$ cat src/rtl/sdac_pkg.sv
package sdac_pkg;

    localparam int WORD_W       = 16;
    localparam int CODE_W       = 12;
    localparam int SEL_A_BIT    = 15;
    localparam int SPEED_BIT    = 14;
    localparam int BUF_ONLY_BIT = 12;
    localparam int SYNC_STAGES  = 2;

    typedef enum logic [1:0] {
        OP_NONE   = 2'd0,
        OP_A_XFER = 2'd1,  // code -> A, staging -> B
        OP_BUF_B  = 2'd2,  // code -> staging and B
        OP_BUF    = 2'd3   // code -> staging only
    } op_e;

    typedef struct packed {
        op_e               op;
        logic              fast;
        logic [CODE_W-1:0] code;
    } cmd_t;

    function automatic cmd_t decode_word(input logic [WORD_W-1:0] w);
        cmd_t c;
        c.code = w[CODE_W-1:0];
        c.fast = w[SPEED_BIT];
        if (w[SEL_A_BIT])
            c.op = OP_A_XFER;
        else if (w[BUF_ONLY_BIT])
            c.op = OP_BUF;
        else
            c.op = OP_BUF_B;
        return c;
    endfunction

endpackage

$ cat src/rtl/sdac_sync.sv
module sdac_sync #(
    parameter int             W       = 1,
    parameter int             STAGES  = 2,
    parameter logic [W-1:0]   RST_VAL = '0
) (
    input  logic         clk,
    input  logic         rst,
    input  logic [W-1:0] d,
    output logic [W-1:0] q
);
    logic [W-1:0] pipe [STAGES];

    always_ff @(posedge clk) begin
        if (rst) pipe[0] <= RST_VAL;
        else     pipe[0] <= d;
    end

    for (genvar s = 1; s < STAGES; s++) begin : g_stage
        always_ff @(posedge clk) begin
            if (rst) pipe[s] <= RST_VAL;
            else     pipe[s] <= pipe[s-1];
        end
    end

    assign q = pipe[STAGES-1];
endmodule

$ cat src/rtl/sdac_frame_rx.sv
module sdac_frame_rx #(
    parameter int WORD_W = sdac_pkg::WORD_W
) (
    input  logic              clk,
    input  logic              rst,
    input  logic              cs_n_s,
    input  logic              sclk_s,
    input  logic              sdi_s,
    output logic [WORD_W-1:0] word_o,
    output logic              valid_o
);
    localparam int CNT_W = $clog2(WORD_W + 1);
    localparam logic [CNT_W-1:0] LAST_IDX = CNT_W'(WORD_W - 1);

    logic              cs_prev_q, sclk_prev_q;
    logic              armed_q;
    logic [CNT_W-1:0]  cnt_q;
    logic [WORD_W-1:0] shift_q, word_q;
    logic              valid_q;
    logic              cs_fall, sclk_fall;
    logic [WORD_W-1:0] shift_nx;

    assign cs_fall   = cs_prev_q & ~cs_n_s;
    assign sclk_fall = sclk_prev_q & ~sclk_s;
    assign shift_nx  = {shift_q[WORD_W-2:0], sdi_s};

    always_ff @(posedge clk) begin
        if (rst) begin
            cs_prev_q   <= 1'b1;
            sclk_prev_q <= 1'b0;
            armed_q     <= 1'b0;
            cnt_q       <= '0;
            shift_q     <= '0;
            word_q      <= '0;
            valid_q     <= 1'b0;
        end else begin
            cs_prev_q   <= cs_n_s;
            sclk_prev_q <= sclk_s;
            valid_q     <= 1'b0;
            if (cs_n_s) begin
                armed_q <= 1'b0;
            end else if (cs_fall) begin
                armed_q <= 1'b1;
                cnt_q   <= '0;
            end else if (armed_q && sclk_fall) begin
                shift_q <= shift_nx;
                cnt_q   <= cnt_q + 1'b1;
                if (cnt_q == LAST_IDX) begin
                    armed_q <= 1'b0;
                    word_q  <= shift_nx;
                    valid_q <= 1'b1;
                end
            end
        end
    end

    assign word_o  = word_q;
    assign valid_o = valid_q;


    cnt_bound_chk: assert property (@(posedge clk) disable iff (rst)
        armed_q |-> (cnt_q < CNT_W'(WORD_W)));


    valid_ends_frame_chk: assert property (@(posedge clk) disable iff (rst)
        valid_q |-> (!armed_q && $past(armed_q)));


    cs_high_disarm_chk: assert property (@(posedge clk) disable iff (rst)
        cs_n_s |=> !armed_q);
endmodule

$ cat src/rtl/sdac_regs.sv
module sdac_regs
    import sdac_pkg::*;
(
    input  logic              clk,
    input  logic              rst,
    input  logic              valid_i,
    input  logic [WORD_W-1:0] word_i,
    output logic [CODE_W-1:0] code_a_o,
    output logic [CODE_W-1:0] code_b_o,
    output logic              fast_o,
    output logic              upd_o
);
    cmd_t              cmd;
    logic [CODE_W-1:0] buf_q, lat_a_q, lat_b_q;
    logic              fast_q, upd_q;

    assign cmd = decode_word(word_i);

    always_ff @(posedge clk) begin
        if (rst) begin
            buf_q   <= '0;
            lat_a_q <= '0;
            lat_b_q <= '0;
            fast_q  <= 1'b0;
            upd_q   <= 1'b0;
        end else begin
            upd_q <= valid_i;
            if (valid_i) begin
                fast_q <= cmd.fast;
                unique case (cmd.op)
                    OP_A_XFER: begin
                        lat_a_q <= cmd.code;
                        lat_b_q <= buf_q;
                    end
                    OP_BUF_B: begin
                        buf_q   <= cmd.code;
                        lat_b_q <= cmd.code;
                    end
                    OP_BUF:  buf_q <= cmd.code;
                    default: ;
                endcase
            end
        end
    end

    assign code_a_o = lat_a_q;
    assign code_b_o = lat_b_q;
    assign fast_o   = fast_q;
    assign upd_o    = upd_q;


    upd_single_chk: assert property (@(posedge clk) disable iff (rst)
        upd_q |=> !upd_q);


    hold_without_upd_chk: assert property (@(posedge clk) disable iff (rst)
        !upd_q |-> ($stable(lat_a_q) && $stable(lat_b_q) && $stable(fast_q)));


    buf_b_match_chk: assert property (@(posedge clk) disable iff (rst)
        (valid_i && cmd.op == OP_BUF_B) |=> (lat_b_q == buf_q));


    xfer_keeps_buf_chk: assert property (@(posedge clk) disable iff (rst)
        (valid_i && cmd.op == OP_A_XFER) |=> $stable(buf_q));
endmodule

$ cat src/rtl/sdac_front.sv
module sdac_front
    import sdac_pkg::*;
(
    input  logic              clk,
    input  logic              rst,
    input  logic              cs_n,
    input  logic              sclk,
    input  logic              sdi,
    output logic [CODE_W-1:0] code_a,
    output logic [CODE_W-1:0] code_b,
    output logic              fast_mode,
    output logic              upd_pulse
);
    logic [2:0]        pins_s;
    logic [WORD_W-1:0] word;
    logic              word_valid;

    sdac_sync #(
        .W       (3),
        .STAGES  (SYNC_STAGES),
        .RST_VAL (3'b100)
    ) u_sync (
        .clk (clk),
        .rst (rst),
        .d   ({cs_n, sclk, sdi}),
        .q   (pins_s)
    );

    sdac_frame_rx #(.WORD_W(WORD_W)) u_rx (
        .clk     (clk),
        .rst     (rst),
        .cs_n_s  (pins_s[2]),
        .sclk_s  (pins_s[1]),
        .sdi_s   (pins_s[0]),
        .word_o  (word),
        .valid_o (word_valid)
    );

    sdac_regs u_regs (
        .clk      (clk),
        .rst      (rst),
        .valid_i  (word_valid),
        .word_i   (word),
        .code_a_o (code_a),
        .code_b_o (code_b),
        .fast_o   (fast_mode),
        .upd_o    (upd_pulse)
    );
endmodule

$ cat config.mk
export PLATFORM = sky130hd
export DESIGN_NAME = sdac_front
export DESIGN_NICKNAME = d
export VERILOG_FILES = /design/src/rtl/sdac_pkg.sv /design/src/rtl/sdac_sync.sv /design/src/rtl/sdac_frame_rx.sv /design/src/rtl/sdac_regs.sv /design/src/rtl/sdac_front.sv
export SDC_FILE = /design/constraint.sdc
export NUM_CORES = 1
export LEC_CHECK = 0
export ABC_AREA = 1
export BUFFER_PORTS_ARGS = -buffer_cell sky130_fd_sc_hd__buf_2
export CAP_MARGIN = 20
export CORE_ASPECT_RATIO = 0.6
export CORE_MARGIN = 5
export CORE_UTILIZATION = 45
export CTS_BUF_LIST = sky130_fd_sc_hd__clkbuf_4 sky130_fd_sc_hd__clkbuf_8 sky130_fd_sc_hd__clkbuf_16
export DETAILED_ROUTE_END_ITERATION = 7
export GPL_TIMING_DRIVEN = 0
export PLACE_DENSITY = 0.66
export SLEW_MARGIN = 20
export SYNTH_ARGS = -nofsm -noshare
export SYNTH_HDL_FRONTEND = slang
export SYNTH_SLANG_ARGS = --single-unit
$ cat constraint.sdc
create_clock -name clk -period 2.85 [get_ports clk]
set_input_delay 0.4275 -clock clk [delete_from_list [all_inputs] [get_ports clk]]
set_output_delay 0.4275 -clock clk [all_outputs]
set_load 0.005 [all_outputs]
; After elaboration in Yosys (flattened, before gate mapping)
; Memories as Yosys holds them, arrays and structs flattened.
; Index checks and enable logic that the tools add are counted.
[totals]
memories = 1
output_inout_bits = 26
regBits = 78
elab_cells = 54
in_bits = 5
ramBits = 6
[classes]
bitwise_logic = 8
n_reduce_logical = 14
eq_ne = 4
mux = 14
add_sub_neg = 1
[mem_list]
columns = name, words, word_bits, read_ports, rd_ports_with_merged_regs, write_ports, line_no
row1 = u_sync.pipe, 2, 3, 2, 0, 2, sdac_sync.sv:11  ; logic [W-1:0] pipe [STAGES];
[op_table]
columns = cell, count
row1 = case mux 12 bit (2 select lines), 1
row2 = 2-to-1 mux 5 bit, 2
row3 = AND reduction 2 bit, 5
row4 = 2-to-1 mux 1 bit, 8
row5 = 2-to-1 mux 3 bit, 2
row6 = nonzero test 2 bit, 3
row7 = "adder 5 x 1 -> 5 bit, second input constant", 1
row8 = "== test 5 x 4 -> 1 bit, second input constant", 1
row9 = "== test 2 bit, second input constant", 2
row10 = NOT 1 bit, 4
row11 = AND reduction 4 bit, 1
row12 = OR reduction 2 bit, 2
row13 = OR reduction 4 bit, 1
row14 = AND reduction 3 bit, 1
row15 = AND 1 bit, 2
row16 = "== test 2 x 1 -> 1 bit, second input constant", 1
row17 = 2-to-1 mux 2 bit, 1
row18 = bitwise OR 1 bit, 2
row19 = logical AND 1 bit, 1

; Longest topological paths before layout
; Gate-level depths: netlist of run 1.
; An unclocked memory read counts as a cell.
[logic_depth]
ltp_word = 6
depth_mapped = 9
depth_no_buf = 8

; Cells and area by module
; From an unflattened synthesis of run 1, not the netlist that was laid out.
[hier_totals]
cells_unflattened = 451
area_unflattened_um2 = 3375.7
[modules_own_cells]
columns = module, cells_each, n_inst, area_each_um2, seq_area_each_um2
row1 = sdac_frame_rx, 211, 1, 1640.3, 800.8
row2 = sdac_regs, 221, 1, 1566.5, 760.7
row3 = sdac_sync, 19, 1, 168.9, 120.1

; Worst setup path after synthesis of run 1
; No wires, ideal clock.
[synth_timing]
path_type = reg2reg
from = register u_rx.cnt_q[1]
to = register u_rx.word_q[12], in the netlist u_rx.word_o[12]
t_required_ns = 2.786
n_path_buf = 1
setup_slack_ns = 1.337
setup_time_ns = 0.064
arrival_time_ns = 1.449
synth_period_minus_slack_ns = 1.513
path_stages_with_launch = 10
cell_sequence = dfxtp_1 -> ha_1 -> nand2_1 -> nor2_1 -> ha_1 -> inv_1 -> nor3_4 -> buf_6 -> nor2_1 -> nor2_1
[synth_via]
elab_chain_cells = 2
[synth_rtl]
columns = element, line_no
row1 = from (decl), sdac_frame_rx.sv:17  ; logic [CNT_W-1:0] cnt_q;
row2 = from (signal assigned), sdac_frame_rx.sv:47  ; cnt_q <= cnt_q + 1'b1;
row3 = == test 5 x 4 -> 1 bit, sdac_frame_rx.sv:48  ; if (cnt_q == LAST_IDX) begin
row4 = AND reduction 4 bit (no source line), -
row5 = to (signal assigned), sdac_frame_rx.sv:50  ; word_q <= shift_nx;
row6 = to (decl), sdac_frame_rx.sv:18  ; logic [WORD_W-1:0] shift_q, word_q;
; Every way passes these cells.
; A chain may end at the register's enable or synchronous reset.

; Final worst setup path of run 1
[layout_timing]
from = register u_rx.cnt_q[0]
to = register u_rx.word_q[5], in the netlist u_rx.word_o[5]
; Same word-level chain as after synthesis.

==> results of run 1 <==
path summary, 6_finish.rpt:
kind / to / cells past startpoint / slack [ns] / start
setup / recovery: u_rx.word_o[5] / 9 / 1.02 / u_rx.cnt_q[0]
hold / removal: u_sync.pipe[0][2] / 2 / 0.27 / cs_n
setup reg to reg: u_rx.word_o[5] / 9 / 1.02 / u_rx.cnt_q[0]
hold reg to reg: u_sync.pipe[1][0] / 2 / 0.41 / u_sync.pipe[0][0]
through the flow:
stage                     hold slack, ns  cell area, µm²  std cells  utilization (%)  power (µW)
after detailed placement           0.394            3470        552             50.9        1240
after CTS                          0.259            3760        568             55.1        2350
after global routing               0.264            3760        568             55.1        2400
after floorplan                    0.388            3220        436                -        1220
final                              0.268            3760        568             55.1        2320
after global placement             0.393            3470        552             50.9        1240
worst reg2reg max path, delay by kind of cell (launching register included):
family | cells | cell delay, ns
fa+ha+maj | 2 | 0.47
buf+inv | 2 | 0.30
flops | 1 | 0.35
simple gates | 5 | 0.64
kinds of logic (layout without fill, tap and decap cells):
| group | after synthesis | in the layout |
|---|---|---|
| flops | 83 | 83 |
| fa+ha+maj | 2 | 2 |
| buf+inv | 56 | 101 |
| compound gates | 72 | 72 |
| simple gates | 223 | 223 |
layer usage:
layer  share of wire, %  vias up  wire length (µm)
met5                  0        -                 0
met4                1.5        0               122
met2                 40       90              3150
met1                 51     1299              4060
li1                   -     1457                 -
met3                7.9       12               630
layout make-up:
cell class,instances,share of cell area (%)
multi-input combinational,297,35.0
sequential,83,44.2
inverter,33,3.29
clock inverter,2,0.266
tap,87,2.90
buffer,23,3.19
clock buffer,14,7.32
timing repair buffer,29,3.86
placed cells by master, fill, tap and decap left out:
master,Yosys,routed
nand2_1,86,86
buf_4,5,5
buf_1,1,1
nor2_1,97,97
clkbuf_2,1,1
o21ai_0,43,43
buf_6,1,1
a21oi_1,26,26
or2_2,2,2
nor2_2,2,2
clkbuf_4,0,3
clkbuf_8,0,2
ha_1,2,2
nand2_4,1,1
inv_2,1,1
inv_1,32,32
nand3_4,1,1
buf_2,5,34
clkinv_2,0,2
o21ai_1,1,1
clkbuf_16,0,9
nor3_1,10,10
o21ai_2,2,2
clkbuf_1,10,10
nand3_1,23,23
dfxtp_1,83,83
nor3_4,1,1
power by group:
part	switching [µW]	leakage, µW	internal, µW
logic	32.8	0.000826	13.0
clock network	440	0.000147	664
registers	3.02	0.000670	1170
total	476	0.00164	1840
registers in the layout, summed over array words and instances, names as in the netlist:
name / count
u_regs.code_a_o: 12
u_regs.code_b_o: 12
u_rx.valid_o: 1
u_rx.sclk_prev_q: 1
u_regs.upd_o: 1
u_rx.cs_prev_q: 1
u_rx.armed_q: 1
u_regs.fast_o: 1
u_rx.cnt_q: 5
u_rx.word_o: 15
u_sync.pipe: 6
u_rx.shift_q: 15
u_regs.buf_q: 12
==> impl_results.md, run 1 <==
* Area Overhead vs Synth at 16.7%
* Gr busiest metal: met2
* Slew margin rel. at 62.9%
* Worst setup SP type: register
* Port bufs at 29
* Number of flops mapped to enable cells by yosys at 0
* Chip height at 75.5 µm
* Initial antenna violation count at 0
* Yosys warning count at 0
* Final min period at 1.83 ns
* #FFs+latches synth at 83
* Yosys top cell by area: dfxtp_1
* Routed WL at 7.96 mm
* Max frequency at 0.548 GHz
* Status: finished, final reports clean
* Synth top area cells: dfxtp_1 52%, nor2_1 11%, nand2_1 10%, o21ai_0 6.7%, a21oi_1 4.0%
* Post-synthesis mux area share at 0%
* Fillers at 682
* H-tree Lvls at 3
* Worst Setup End Kind: register
* WP data arrival at 2.11 ns
* Final net count at 483
* Hold Buf Count CTS at 0
* Share of cells above drive strength 1 at 13.9%
* Setup ws final at 1.02 ns
* Gate Count Post-Synth at 436
* Mapped Avg Cell Area at 7.39 µm²
* Drc violations at 0
* Max VDD drop at 0.355 mV
* Synth Flop Type: dfxtp_1
* DP Wirelength at 5.75 mm
* Synth top area share at 51.6%
* CTS root buffer: clkbuf_16
* Met1 global-route usage at 26.8%
* Largest family of logic cells by synthesized area: simple AND/OR/NAND/NOR gates
* CP max stage delay at 0.35 ns
* Max Slew Vio Count at 0
* Largest net degree at the start of global routing at 13
* Via count at 2,858
* Post-Synth Adder-Cell Area at 0.777%
* Register area share after synthesis at 51.6%
* Worst Path Required at 3.13 ns
* Final GP Congestion at 0.861
* Num CTS Buffers at 9
* Hold Crit Class: in -> reg
* Post-CTS resize count at 0
* Most common cell in the synthesized netlist: nor2_1
* Worst Skew at 0.00558 ns
* Net count after synthesis at 443
* # IOs at 31
* Post-synth ARST share at 0%
* Synth Cell Area at 3220 µm²
* Family with the most delay on the worst path: simple AND/OR/NAND/NOR gates
* Overflow after GRT at 0
* WS Path Type: reg -> reg
* First-pass iteration count of the detailed router at 5
* Critical-path top delay cell: dfxtp_1
* Hold Violations, Final at 0
* Post-CTS Setup Inserts at 0
* FP Rows at 23
* GR met3 Demand/Resource at 6.16%
* Commonest cells in the netlist: 97 x nor2_1, 86 x nand2_1, 83 x dfxtp_1
* Global-route wire length before repair at 13.3 mm
* Met2 Usage GRT at 28.3%
* Final setup fails at 0
* Simple logic cell fraction of the synthesized area at 28.6%
* Post-synth cell types at 23
* Clock Path Buffers at 2
* Power Density at 617 nW/µm²
* Unrepaired setup endpoints after global routing: false
* Period utilization at 64.1%
* Worst skew pair latency at 0.34 ns
* Synth Area in Compound Gates at 11.4%
* TritonCTS clock tree: done
* Worst-path cell chain: ha_1 > nand2_1 > nor2_1 > ha_1 > inv_1 > nor3_4 > buf_6 > nand3_1 > nand2_1
* CP Buf/Inv Count at 2
* Total negative slack at 0 ns
* Clock slew at reported path FFs at 0.06 ns
* Initial Utilization at 47.2%
* Leakage power at 0.00164 µW
* Die footprint at 9000 µm²
* MaxCap Viol Count at 0
* Max FO, Critical Path at 10
* Pre-CTS setup slack at 1.01 ns
* DR iter-0 viols at 258
* Die width at 119 µm
* Worst-Margin Slew at 0.556 ns
* Avg WL per Cell at 14.0 µm
* Antenna Violating Nets Remaining at 0
* Xor/xnor share of the synthesized area at 0%
* Area of the multi-input gates at 1320 µm²
* Clock Sinks at 83
* GRT Util Overall at 19.3%
* Core Footprint at 6820 µm²
* Via density per instance at 5.03
* Vias in the first global route at 2,709
* Sequential cell area at 1660 µm²
* Ant diodes at 0
(Power assumes the default switching activity.)
==> run 2, diff against run 1 <==
--- a/config.mk
+++ b/config.mk
@@ -5,7 +5,7 @@
 export SDC_FILE = /design/constraint.sdc
 export NUM_CORES = 1
 export LEC_CHECK = 0
-export ABC_AREA = 1
+export ABC_AREA = 0
 export BUFFER_PORTS_ARGS = -buffer_cell sky130_fd_sc_hd__buf_2
 export CAP_MARGIN = 20
 export CORE_ASPECT_RATIO = 0.6
==> constraint.sdc (replaced) <==
create_clock -name clk -period 1.9 [get_ports clk]
set_input_delay 0.285 -clock clk [delete_from_list [all_inputs] [get_ports clk]]
set_output_delay 0.285 -clock clk [all_outputs]
set_load 0.005 [all_outputs]
==> run 2 against run 1 <==
Against the previous run: first-iteration DRC count up 23%; clock power up 51%; non-clock buffer count up 10; highest routed layer unchanged; fmax up 7.7%; sequential share of layout area up 0.55 points; critical path type unchanged.
==> impl_results.md, run 2 <==
* Switching Share at 20.4% (was 20.5%)
* Max FO, Critical Path at 10 (unchanged)
* Overflow after GRT at 0 (unchanged)
* Worst-path cell chain: clkbuf_1 > clkbuf_1 > a21oi_1 > a311oi_1 (was ha_1 > nand2_1 > nor2_1 > ha_1 > inv_1 > nor3_4 > buf_6 > nand3_1 > nand2_1)
* Max VDD drop at 0.619 mV (was 0.355 mV)
* Drc violations at 0 (unchanged)
* DR iter-0 viols at 318 (was 258)
* Max Slew Vio Count at 0 (unchanged)
* Commonest non-fill, non-tap cell in the layout: dfxtp_1 (was nor2_1)
* # IOs at 31 (unchanged)
* Final setup fails at 0 (unchanged)
* Worst Skew at 0.00396 ns (was 0.00558 ns)
* Critical-path top delay cell: clkbuf_1 (was dfxtp_1)
* Clock Sinks at 83 (unchanged)
* CP Buf/Inv Count at 2 (unchanged)
* Final GP Congestion at 0.819 (was 0.861)
* Comb pwr share at 1.6% (was 2.0%)
* WP data arrival at 1.93 ns (was 2.11 ns)
* Die width at 118 µm (was 119 µm)
* Mapped Avg Cell Area at 8.34 µm² (was 7.39 µm²)
* WHS Path Cells at 2 (unchanged)
* FP Rows at 23 (unchanged)
* Gate Count Post-Synth at 378 (was 436)
* Worst-Margin Slew at 0.608 ns (was 0.556 ns)
* Commonest cells in the netlist: 83 x dfxtp_1, 69 x a21oi_1, 63 x nand2_1 (was 97 x nor2_1, 86 x nand2_1, 83 x dfxtp_1)
* Family with the most delay on the worst path: buffers and inverters (was simple AND/OR/NAND/NOR gates)
* Port bufs at 30 (was 29)
* Total negative slack at 0 ns (unchanged)
* Chip height at 74.9 µm (was 75.5 µm)
* Clock network power share at 47.8% (was 47.6%)
* Num CTS Buffers at 9 (unchanged)
* Avg WL per Cell at 15.3 µm (was 14.0 µm)
* Worst setup SP type: register (unchanged)
* Clock Path Buffers at 2 (unchanged)
* Worst reg2reg path depth at 4 (was 9)
* Leakage power at 0.00126 µW (was 0.00164 µW)
* Register area share after synthesis at 52.7% (was 51.6%)
* Final min period at 1.69 ns (was 1.83 ns)
* Ant diodes at 0 (unchanged)
* Setup ws final at 0.205 ns (was 1.02 ns)
* Max frequency at 0.590 GHz (was 0.548 GHz)
* Pre-CTS setup slack at -0.0495 ns (was 1.01 ns)
* CP max stage delay at 0.49 ns (was 0.35 ns)
* Non-Filler Instances at 511 (was 568)
* Inst Count DP at 495 (was 552)
* Yosys warning count at 0 (unchanged)
* Core Footprint at 6730 µm² (was 6820 µm²)
* Switching Power at 705 µW (was 476 µW)
* Synth Flop Type: dfxtp_1 (unchanged)
* First-pass iteration count of the detailed router at 5 (unchanged)
* MaxCap Viol Count at 0 (unchanged)
* Antenna Violating Nets Remaining at 0 (unchanged)
* Unrepaired setup endpoints after global routing: false (unchanged)
* Share of cells above drive strength 1 at 13.4% (was 13.9%)
* Period utilization at 89.2% (was 64.1%)
* Stages on worst setup path at 4 (was 9)
* Internal power at 2760 µW (was 1840 µW)
* Largest net degree at the start of global routing at 13 (unchanged)
* Seq pwr share at 50.6% (was 50.4%)
* Worst Path Required at 2.13 ns (was 3.13 ns)
* Via density per instance at 5.60 (was 5.03)
* Area Overhead vs Synth at 17.7% (was 16.7%)
* Die footprint at 8840 µm² (was 9000 µm²)
* Final net count at 426 (was 483)
* GRT Util Overall at 18.5% (was 19.3%)
* DP Wirelength at 5.51 mm (was 5.75 mm)
* Synth Cell Area at 3150 µm² (was 3220 µm²)
* Slew margin rel. at 59.5% (was 62.9%)
* Post-synth ARST share at 0% (unchanged)
* Most common cell in the synthesized netlist: dfxtp_1 (was nor2_1)
* Post-layout util at 55.1% (about the same)
* Most frequent cell on the critical path: clkbuf_1
* Worst skew pair latency at 0.34 ns (about the same)
* Hold Crit Class: in -> reg (unchanged)
* Worst Setup End Kind: register (unchanged)
* Clock slew at reported path FFs at 0.06 ns (about the same)
* H-tree Lvls at 3 (unchanged)
* Commonest non-fill, non-tap cells in the layout: 83 x dfxtp_1, 69 x a21oi_1, 63 x nand2_1 (was 97 x nor2_1, 86 x nand2_1, 83 x dfxtp_1)
* Post-synth cell types at 32 (was 23)
* #FFs+latches synth at 83 (unchanged)
* WS Path Type: reg -> reg (unchanged)
* Number of flops mapped to enable cells by yosys at 0 (unchanged)
* Yosys top cell by area: dfxtp_1 (unchanged)
* TritonCTS clock tree: done (unchanged)
* CTS root buffer: clkbuf_16 (unchanged)
* Global-route wire length before repair at 12.9 mm (was 13.3 mm)
* Via count at 2,862 (was 2,858)
* Vias in the first global route at 2,501 (was 2,709)
* Hold Violations, Final at 0 (unchanged)
* Initial antenna violation count at 0 (unchanged)
* Post-CTS Setup Inserts at 0 (unchanged)
* Synth top area cells: dfxtp_1 53%, a21oi_1 11%, nand2_1 7.5%, o21ai_0 6.5%, nand3_1 4.9% (was dfxtp_1 52%, nor2_1 11%, nand2_1 10%, o21ai_0 6.7%, a21oi_1 4.0%)
* Net count after synthesis at 385 (was 443)
* Initial Utilization at 46.8% (was 47.2%)
* Routed WL at 7.84 mm (was 7.96 mm)
* Hold WS at 0.128 ns (was 0.268 ns)
* Synth top area share at 52.7% (was 51.6%)
* Power Density at 933 nW/µm² (was 617 nW/µm²)
* Status: finished, final reports clean (unchanged)
## run 2: cell count changes after synthesis, sizes merged, moves of 7 or more
cell | previous run | this run
nor2 | 99 | 3
a21oi | 26 | 69
inv | 33 | 4
nand2 | 87 | 63
clkbuf | 11 | 28
a311oi | 0 | 12
nor3 | 11 | 1
buf | 12 | 4
nor2b | 0 | 8
nand3 | 24 | 31
## run 2: final timing paths
| path | start | to | slack (ns) |
|---|---|---|---|
| setup / recovery | u_rx.valid_o | u_regs.code_b_o[7] | 0.21 |
| hold / removal | cs_n | u_sync.pipe[0][2] | 0.13 |
| setup reg to reg | u_rx.valid_o | u_regs.code_b_o[7] | 0.21 |
| hold reg to reg | u_sync.pipe[0][2] | u_sync.pipe[1][2] | 0.41 |
## run 2: routing by layer
layer	up-vias	global-route usage, %	routed length (µm)
li1	1409	-	-
met1	1340	28.3	4000
met2	102	23.7	3060
met3	11	6.91	692
met4	0	5.60	85
met5	-	0	0
## run 2: metrics by stage
stage	instance area, µm²	total power (µW)
global placement	3410	1840
finish	3710	3460
detailed placement	3410	1840
global route	3710	3590
floorplan	3150	1820
CTS	3700	3490
## run 2: what timing repair did
| action | in CTS | in global routing |
|---|---|---|
| hold endpoints to repair | 0 | 0 |
| hold buffers | 0 | 0 |
| setup endpoints to repair | 10 | 10 |
| resized for setup | 1 | 7 |
## run 2: kinds of logic after synthesis
kind of cell | Yosys count | share of synthesized area, %
AND/OR/NAND/NOR | 125 | 18.9
buffers and inverters | 36 | 4.60
AO/OA/AOI/OAI | 131 | 22.7
adder cells (fa/ha/maj) | 2 | 0.793
multiplexers | 1 | 0.317
flip-flops | 83 | 52.7
## run 2: power groups by stage
stage                     combinational (µW)  sequential (µW)  clock [µW]
after floorplan                         33.4             1790           0
after global placement                  52.9             1790           0
after detailed placement                53.1             1790           0
after CTS                               53.1             1750        1680
after global routing                    58.5             1750        1780
final                                   53.7             1750        1660
## run 2: final cells by class
type | instances | area, µm²
inverters | 4 | 15.0
fillers | 638 | 3020
clock inverters | 2 | 10.0
well taps | 87 | 109
clock buffers | 14 | 275
flip-flops and latches | 83 | 1660
multi-input cells | 259 | 1360
plain buffers | 32 | 135
repair buffers | 30 | 150
==> run 3, diff against run 2 <==
--- a/config.mk
+++ b/config.mk
@@ -8,13 +8,15 @@
 export ABC_AREA = 0
 export BUFFER_PORTS_ARGS = -buffer_cell sky130_fd_sc_hd__buf_2
 export CAP_MARGIN = 20
+export CELL_PAD_IN_SITES_DETAIL_PLACEMENT = 0
+export CELL_PAD_IN_SITES_GLOBAL_PLACEMENT = 1
 export CORE_ASPECT_RATIO = 0.6
 export CORE_MARGIN = 5
-export CORE_UTILIZATION = 45
+export CORE_UTILIZATION = 43
 export CTS_BUF_LIST = sky130_fd_sc_hd__clkbuf_4 sky130_fd_sc_hd__clkbuf_8 sky130_fd_sc_hd__clkbuf_16
 export DETAILED_ROUTE_END_ITERATION = 7
 export GPL_TIMING_DRIVEN = 0
-export PLACE_DENSITY = 0.66
+export PLACE_DENSITY = 0.8
 export SLEW_MARGIN = 20
 export SYNTH_ARGS = -nofsm -noshare
 export SYNTH_HDL_FRONTEND = slang
==> run 3 against run 2 <==
Against the previous run: cell area rose by 0.24%; clock skew increased by 0.0014 ns; first-iteration DRC count down 45%; die area up 4.1%; sequential share of layout area fell by 0.11 points; fmax up 0.57%; hold slack gained 0.0038 ns; count of clock-buffer cells in the layout stayed put.
==> impl_results.md, run 3 (synthesis gave the netlist of run 2 again) <==
* DP Wirelength at 5.67 mm (was 5.51 mm)
* H-tree Lvls at 3 (unchanged)
* Switching Power at 696 µW (was 705 µW)
* Max FO, Critical Path at 10 (unchanged)
* Area Overhead vs Synth at 18.0% (was 17.7%)
* Worst Skew at 0.00532 ns (was 0.00396 ns)
* Num CTS Buffers at 9 (unchanged)
* Final net count at 426 (unchanged)
* Worst skew pair latency at 0.33 ns (was 0.34 ns)
* Max Slew Vio Count at 0 (unchanged)
* Post-layout util at 51.6% (was 55.1%)
* Via count at 2,775 (was 2,862)
* Vias in the first global route at 2,552 (was 2,501)
* Worst setup SP type: register (unchanged)
* Core Footprint at 7210 µm² (was 6730 µm²)
* Ant diodes at 0 (unchanged)
* Initial antenna violation count at 0 (unchanged)
* Leakage power at 0.00125 µW (was 0.00126 µW)
* Hold Violations, Final at 0 (unchanged)
* Max VDD drop at 0.473 mV (was 0.619 mV)
* CP max stage delay at 0.33 ns (was 0.49 ns)
* Overflow after GRT at 0 (unchanged)
* Drc violations at 0 (unchanged)
* Total negative slack at 0 ns (unchanged)
* Antenna Violating Nets Remaining at 0 (unchanged)
* TritonCTS clock tree: done (unchanged)
* Slew margin rel. at 59.9% (was 59.5%)
* Via density per instance at 5.40 (was 5.60)
* Clock Path Buffers at 2 (unchanged)
* Share of cells above drive strength 1 at 13.2% (was 13.4%)
* Power Density at 933 nW/µm² (about the same)
* WS Path Type: reg -> reg (unchanged)
* WP data arrival at 1.94 ns (was 1.93 ns)
* First-pass iteration count of the detailed router at 5 (unchanged)
* Hold Crit Class: in -> reg (unchanged)
* FP Rows at 24 (was 23)
* Final setup fails at 0 (unchanged)
* Commonest non-fill, non-tap cells in the layout: 83 x dfxtp_1, 69 x a21oi_1, 63 x nand2_1 (unchanged)
* Worst Path Required at 2.16 ns (was 2.13 ns)
* Final GP Congestion at 0.803 (was 0.819)
* Clock Sinks at 83 (unchanged)
* Critical-path top delay cell: dfxtp_1 (was clkbuf_1)
* Status: finished, final reports clean (unchanged)
* Port bufs at 30 (unchanged)
* Global-route wire length before repair at 13.3 mm (was 12.9 mm)
* Worst-path cell chain: ha_1 > and3_1 > ha_1 > nand2b_2 > clkbuf_2 > o21ai_0 > a21oi_1 (was clkbuf_1 > clkbuf_1 > a21oi_1 > a311oi_1)
* Routed WL at 7.92 mm (was 7.84 mm)
* Max frequency at 0.593 GHz (was 0.590 GHz)
* Die width at 121 µm (was 118 µm)
* Switching Share at 20.0% (was 20.4%)
* Worst Setup End Kind: register (unchanged)
* DR iter-0 viols at 175 (was 318)
* Comb pwr share at 1.6% (about the same)
* Unrepaired setup endpoints after global routing: false (unchanged)
* Chip height at 76.3 µm (was 74.9 µm)
* Fillers at 728 (was 638)
* Most frequent cell on the critical path: ha_1 (was clkbuf_1)
* MaxCap Viol Count at 0 (unchanged)
* GRT Util Overall at 18.0% (was 18.5%)
* Seq pwr share at 50.5% (was 50.6%)
* Commonest non-fill, non-tap cell in the layout: dfxtp_1 (unchanged)
* Internal power at 2780 µW (was 2760 µW)
* Final min period at 1.69 ns (about the same)
* Largest net degree at the start of global routing at 13 (unchanged)
* Die footprint at 9200 µm² (was 8840 µm²)
* Clock slew at reported path FFs at 0.06 ns (about the same)
* Avg WL per Cell at 15.4 µm (was 15.3 µm)
* CP Buf/Inv Count at 1 (was 2)
* # IOs at 31 (unchanged)
* CTS root buffer: clkbuf_16 (unchanged)
* Clock network power share at 47.9% (was 47.8%)
* Family with the most delay on the worst path: adder cells (was buffers and inverters)
* Worst-Margin Slew at 0.602 ns (was 0.608 ns)
* Period utilization at 88.7% (was 89.2%)
* Initial Utilization at 43.8% (was 46.8%)
[run 3: routing by layer]
layer | wire (µm) | part of all wire [%] | track usage [%]
met4 | 55 | 0.69 | 3.73
met2 | 3030 | 38 | 23.7
met3 | 545 | 6.9 | 6.01
met5 | 0 | 0 | 0
met1 | 4290 | 54 | 28.0
[run 3: path summary, 6_finish.rpt]
path | startpoint | end | slack (ns) | cells after the start
min reg2reg | u_sync.pipe[0][2] | u_sync.pipe[1][2] | 0.41 | 1
max reg2reg | u_rx.cnt_q[0] | u_rx.word_o[12] | 0.21 | 7
max | u_rx.cnt_q[0] | u_rx.word_o[12] | 0.21 | 7
min | cs_n | u_sync.pipe[0][2] | 0.13 | 2
[run 3: layout make-up]
| type | count | area [µm²] | share of cell area [%] |
|---|---|---|---|
| clock buffers | 14 | 282 | 7.56 |
| repair buffers | 30 | 150 | 4.03 |
| plain buffers | 32 | 135 | 3.63 |
| flip-flops and latches | 83 | 1660 | 44.6 |
| inverters | 4 | 15.0 | 0.403 |
| multi-input cells | 259 | 1360 | 36.5 |
| clock inverters | 1 | 7.51 | 0.202 |
| well taps | 91 | 114 | 3.06 |
[run 3: stage by stage]
stage	area [µm²]	instances	setup WS, ns	total power [µW]	hold WS, ns
floorplan	3150	378	0.244	1820	0.389
finish	3720	514	0.215	3470	0.132
global placement	3420	499	-0.0649	1840	0.395
detailed placement	3420	499	-0.105	1850	0.396
CTS	3710	514	0.0218	3510	0.126
global route	3720	514	0.0170	3600	0.129
[run 3: power by group through the flow]
stage	combinational [µW]	clock, µW	sequential, µW
finish	54.3	1660	1750
global route	61.1	1790	1750
CTS	54.1	1700	1750
detailed placement	54.0	0	1790
global placement	53.2	0	1790
floorplan	33.4	0	1790
[run 3: repair_timing]
action,CTS,global route
setup buffers,0,0
hold endpoints to repair,0,0
gates resized for setup,2,6
hold buffers,0,0
pin swaps,0,0
endpoints found under the setup margin,10,10
